### src/rtl/pwm_steer_pkg.sv
package pwm_steer_pkg;
  // Strobes passed from the control half to the datapath half
  typedef struct packed {
    logic rise;    // pwmIn seen rising this cycle
    logic low;     // pwmIn currently inactive
    logic tick;    // instruction-cycle tick
    logic outEn;   // output gate (cleared by shutdown)
  } steerStrobes_t;
endpackage

### src/rtl/pwm_steer_ctrl.sv
module pwm_steer_ctrl
  import pwm_steer_pkg::*;
(
  input  logic          clk,
  input  logic          rst_n,
  input  logic          pwmIn,
  input  logic          tickEn,
  input  logic          periodStart,
  input  logic          shutdownIn,
  input  logic          restartAuto,
  input  logic          flagClear,
  output steerStrobes_t strb,
  output logic          shutFlag
);
  logic pwmPrev;
  logic flagQ;
  logic runQ;

  always_ff @(posedge clk or negedge rst_n) begin
    if (!rst_n) begin
      pwmPrev <= 1'b0;
      flagQ   <= 1'b0;
      runQ    <= 1'b1;
    end else begin
      pwmPrev <= pwmIn;
      // sticky shutdown flag with two recovery styles
      if (shutdownIn)
        flagQ <= 1'b1;
      else if (restartAuto || flagClear)
        flagQ <= 1'b0;
      // output gate: closes at once, reopens only on a period boundary
      if (shutdownIn)
        runQ <= 1'b0;
      else if (periodStart && !flagQ)
        runQ <= 1'b1;
    end
  end

  always_comb begin
    strb.rise  = pwmIn & ~pwmPrev;
    strb.low   = ~pwmIn;
    strb.tick  = tickEn;
    strb.outEn = runQ;
  end

  assign shutFlag = flagQ;
endmodule

### src/rtl/pwm_steer_dp.sv
module pwm_steer_dp
  import pwm_steer_pkg::*;
#(
  parameter int NUM_PINS = 4,
  parameter int DELAY_W  = 7,
  parameter int POL_W    = 2
) (
  input  logic                clk,
  input  logic                rst_n,
  input  steerStrobes_t       strb,
  input  logic [DELAY_W-1:0]  delayCount,
  input  logic [NUM_PINS-1:0] steerMask,
  input  logic [POL_W-1:0]    polSel,
  output logic [NUM_PINS-1:0] pinOut
);
  localparam logic [DELAY_W-1:0] CNT_ZERO = '0;
  localparam logic [DELAY_W-1:0] CNT_ONE  = DELAY_W'(1);

  logic [DELAY_W-1:0] cntQ;
  logic               waitQ;
  logic               actQ;

  always_ff @(posedge clk or negedge rst_n) begin
    if (!rst_n) begin
      cntQ  <= CNT_ZERO;
      waitQ <= 1'b0;
      actQ  <= 1'b0;
    end else if (strb.low) begin
      // trailing edge is never held back; a pending delay is dropped
      cntQ  <= CNT_ZERO;
      waitQ <= 1'b0;
      actQ  <= 1'b0;
    end else if (strb.rise) begin
      if (delayCount == CNT_ZERO) begin
        actQ <= 1'b1;
      end else begin
        cntQ  <= delayCount;
        waitQ <= 1'b1;
      end
    end else if (waitQ && strb.tick) begin
      if (cntQ == CNT_ONE) begin
        cntQ  <= CNT_ZERO;
        waitQ <= 1'b0;
        actQ  <= 1'b1;
      end else begin
        cntQ <= cntQ - CNT_ONE;
      end
    end
  end

  for (genvar i = 0; i < NUM_PINS; i++) begin : g_pin
    logic drive;
    assign drive     = actQ & strb.outEn & steerMask[i];
    assign pinOut[i] = drive ^ polSel[i % POL_W];
  end
endmodule

### src/rtl/pwm_steer_stage.sv
module pwm_steer_stage
  import pwm_steer_pkg::*;
#(
  parameter int NUM_PINS = 4,
  parameter int DELAY_W  = 7,
  parameter int POL_W    = 2
) (
  input  logic                clk,
  input  logic                rst_n,
  input  logic                tickEn,
  input  logic                pwmIn,
  input  logic                periodStart,
  input  logic [NUM_PINS-1:0] steerMask,
  input  logic [POL_W-1:0]    polSel,
  input  logic [DELAY_W-1:0]  delayCount,
  input  logic                restartAuto,
  input  logic                shutdownIn,
  input  logic                flagClear,
  output logic [NUM_PINS-1:0] pinOut,
  output logic                shutFlag
);
  steerStrobes_t strb;

  pwm_steer_ctrl u_ctrl (
    .clk         (clk),
    .rst_n       (rst_n),
    .pwmIn       (pwmIn),
    .tickEn      (tickEn),
    .periodStart (periodStart),
    .shutdownIn  (shutdownIn),
    .restartAuto (restartAuto),
    .flagClear   (flagClear),
    .strb        (strb),
    .shutFlag    (shutFlag)
  );

  pwm_steer_dp #(
    .NUM_PINS (NUM_PINS),
    .DELAY_W  (DELAY_W),
    .POL_W    (POL_W)
  ) u_dp (
    .clk        (clk),
    .rst_n      (rst_n),
    .strb       (strb),
    .delayCount (delayCount),
    .steerMask  (steerMask),
    .polSel     (polSel),
    .pinOut     (pinOut)
  );
endmodule

### config.mk
export PLATFORM = sky130hd
export DESIGN_NAME = pwm_steer_stage
export DESIGN_NICKNAME = d
export VERILOG_FILES = /design/src/rtl/pwm_steer_pkg.sv /design/src/rtl/pwm_steer_ctrl.sv /design/src/rtl/pwm_steer_dp.sv /design/src/rtl/pwm_steer_stage.sv
export SDC_FILE = /design/constraint.sdc
export NUM_CORES = 1
export LEC_CHECK = 0
export CORE_MARGIN = 1.5
export CORE_UTILIZATION = 33
export DETAILED_ROUTE_END_ITERATION = 6
export DONT_BUFFER_PORTS = 1
export PLACE_DENSITY = 0.52
export SYNTH_ARGS = -nofsm -noshare
export SYNTH_HDL_FRONTEND = slang
export SYNTH_SLANG_ARGS = --single-unit
### constraint.sdc
create_clock -name clk -period 3.13 [get_ports clk]
set_clock_uncertainty 0.2 [all_clocks]
set_input_delay 0.313 -clock clk [delete_from_list [all_inputs] [get_ports clk]]
set_output_delay 0.313 -clock clk [all_outputs]
set_load 0.03 [all_outputs]
==> flow_summary.ini <==
[run_status]
status = completed

[flow_run]
cap_violations = 0

[timing]
layout_min_cycle_time_ns = 2.06
setup_ws_ns = 1.07
whs_ns = 0.0258
max-slew-margin-rel_pct = 49.6
slew_viol_final = 0
max_clock_freq_ghz = 0.486
tightestPinTransition_ns = 0.749
rsz0062_at_grt = no
hold_violations = 0
setup_tns_ns = 0
fin_crit_sh_pct = 65.8
finalSetupViolCount = 0

[pwr]
p_sw_share_pct = 31.6
vdd_ir_drop_max_uv = 256
power_frac_comb_pct = 22.1
pwr-share-seq_pct = 45.5
internal-power_mw = 0.279
p_sw_mw = 0.129
p_leak_nw = 0.377
pwr_density_cell_mw_per_mm2 = 440
clkPwrFrac_pct = 32.5

[logic_synthesis]
yosys_warnings = 0
async_flop_share_pct = 100
synth_edf_count = 0
synth-seq-cells = 12
syn_area_um2 = 797
synth.distinct_cells = 37
synth_top_area_share_pct = 34.5
synth_ff_type = dfrtp_1
synth_fp_nets = 114
yosysSeqAreaShare_pct = 37.8
synth.area.top_cells = dfrtp_1, a21oi_1, nand3_1
synth_common_cells = dfrtp_1, a21oi_1, inv_1, nand3_1, nand2_1
yosysTopAreaCell = dfrtp_1
syn_inst = 91
avgSynthCellArea_um2 = 8.76
yosysMostFrequentCell = dfrtp_1

[clocking]
post_cts_buffers = 0
clk_pin_slew_worst_paths_ns = 0.08
cts-root-buf = clkbuf_4
clock_latency_ns = 0.29
cts_tree = built
numCtsBuffers = 3
cts_buffer_depth = 2
h-tree-depth = 1
cts_hold_buf = 7
ctsResizeCount = 0
clock_sinks = 12

[global_routing]
grt_usage_pct = 17.5
grt_max_degree = 13
grt_pass1_wl_mm = 3.37
antenna_found_initial = 0
grt_pass1_vias = 683
overflow = 0

[cells_and_area]
antenna_cells = 0
post-route-util_pct = 41.1
drive_gt1_share_pct = 7.00
area_growth_pct = 16.2
final_nets = 124
nFillCells = 244
stdcell_area_um2 = 926

[critical_path]
startpoint_type = register
critPathRequiredTime_ns = 3.08
cp_slowest_cell = nor4_1
critPathBufInv = 0
critPathCaptureType = register
critPathArrivalTime_ns = 2.01
slowest_delay_ns = 0.70
critical_path_class = reg -> reg
critPathTopFamily = simple AND/OR/NAND/NOR gates
cp_max_fo = 7
path_cells = nor4_1 > a2111oi_0 > o22ai_1 > o221ai_1

[floorplanning]
die_h_um = 52.1
ios = 26
die_w_um = 52.1
core_area_mm2 = 0.00225
die_area_mm2 = 0.00272
num_rows = 17
start_util_pct = 35.3

[drt]
wirelength_mm = 2.01
wl_per_cell_um = 15.7
viasPerCell = 5.91
drt_iter0_drc = 57
ant_nets = 0
vias = 756
first_pass_iters = 4
drcViolationCount = 0

[worst_hold_path]
hold_class = in -> reg

[placed_design]
place_ws_ns = 1.09
hpwl_mm = 1.48
io_buffers = 0
dpl_cell_area_um2 = 820
place.gp.congestion = 0.854
==> power by group through the flow <==
stage          clock network, mW  registers [mW]  logic, mW
2_1_floorplan                  0           0.183     0.0670
3_3_place_gp                   0           0.188     0.0781
3_5_place_dp                   0           0.188     0.0766
4_1_cts                    0.137           0.185     0.0891
5_1_grt                    0.141           0.188      0.100
6_report                   0.132           0.185     0.0898
==> layer usage <==
layer / global-route usage, % / part of all wire, % / up-vias
li1: - / - / 369
met1: 26.7 / 47 / 346
met2: 22.6 / 42 / 36
met3: 2.01 / 8.9 / 5
met4: 11.5 / 2.8 / 0
met5: 0 / 0 / -
==> path summary, 6_finish.rpt <==
kind                       depth (start not counted)      endpoint          from  slack [ns]
hold reg to reg                                    1  u_dp.cntQ[1]  u_dp.cntQ[1]        0.40
setup / recovery                                   4  u_dp.cntQ[2]  u_dp.cntQ[2]        1.07
max in group asynchronous                          1  u_dp.cntQ[1]         rst_n        2.08
setup reg to reg                                   4  u_dp.cntQ[2]  u_dp.cntQ[2]        1.07
hold / removal                                     2  u_dp.cntQ[6]         pwmIn        0.03
min in group asynchronous                          1    u_dp.waitQ         rst_n        0.26
==> worst reg2reg max path: cells and delay by family (launching register included) <==
kind	cells	cell delay [ns]
and+or+nand+nor	1	0.70
AOI/OAI and AO/OA	3	0.57
DFF	1	0.46
==> state kept, by name, indices dropped and copies added (netlist names) <==
signal	flops
u_dp.waitQ	1
u_ctrl.shutFlag	1
u_ctrl.pwmPrev	1
u_ctrl.runQ	1
u_dp.cntQ	7
u_dp.actQ	1
==> cell usage in the layout, fill, tap and decap left out, drive strengths merged, types with 3 or more instances in the layout <==
master | synthesis | final
dfrtp | 11 | 11
a21oi | 9 | 9
inv | 7 | 7
nand3 | 7 | 7
dlygate4sd3 | 0 | 7
nand2 | 6 | 6
xnor2 | 4 | 4
o21ai | 4 | 4
clkbuf | 1 | 4
nor4 | 3 | 3
o221ai | 3 | 3
or4 | 3 | 3
==> cells by family (layout without fill, tap and decap cells) <==
group / count (synthesis) / count (layout) / synth area share [%]
and+or+nand+nor: 28 / 28 / 19.0
AOI/OAI and AO/OA: 35 / 35 / 30.3
DFF: 12 / 12 / 37.8
adders and majority gates: 2 / 2 / 3.14
xor gates and xnor gates: 4 / 4 / 4.40
buffers and inverters: 10 / 19 / 5.34
==> stage by stage <==
stage                     std cells  power (mW)
after floorplan                  91       0.250
final                           128       0.407
after detailed placement        117       0.264
after CTS                       128       0.411
after global routing            128       0.429
after global placement          117       0.266
==> layout make-up <==
type	instances	area [µm²]	share of cell area, %
Multi-Input combinational cell	69	453	48.9
Sequential cell	12	302	32.6
Timing Repair Buffer	7	70.1	7.57
Clock buffer	4	36.3	3.92
Tap cell	28	35.0	3.78
Inverter	8	30.0	3.24
Power figures use the tool's default switching activity.
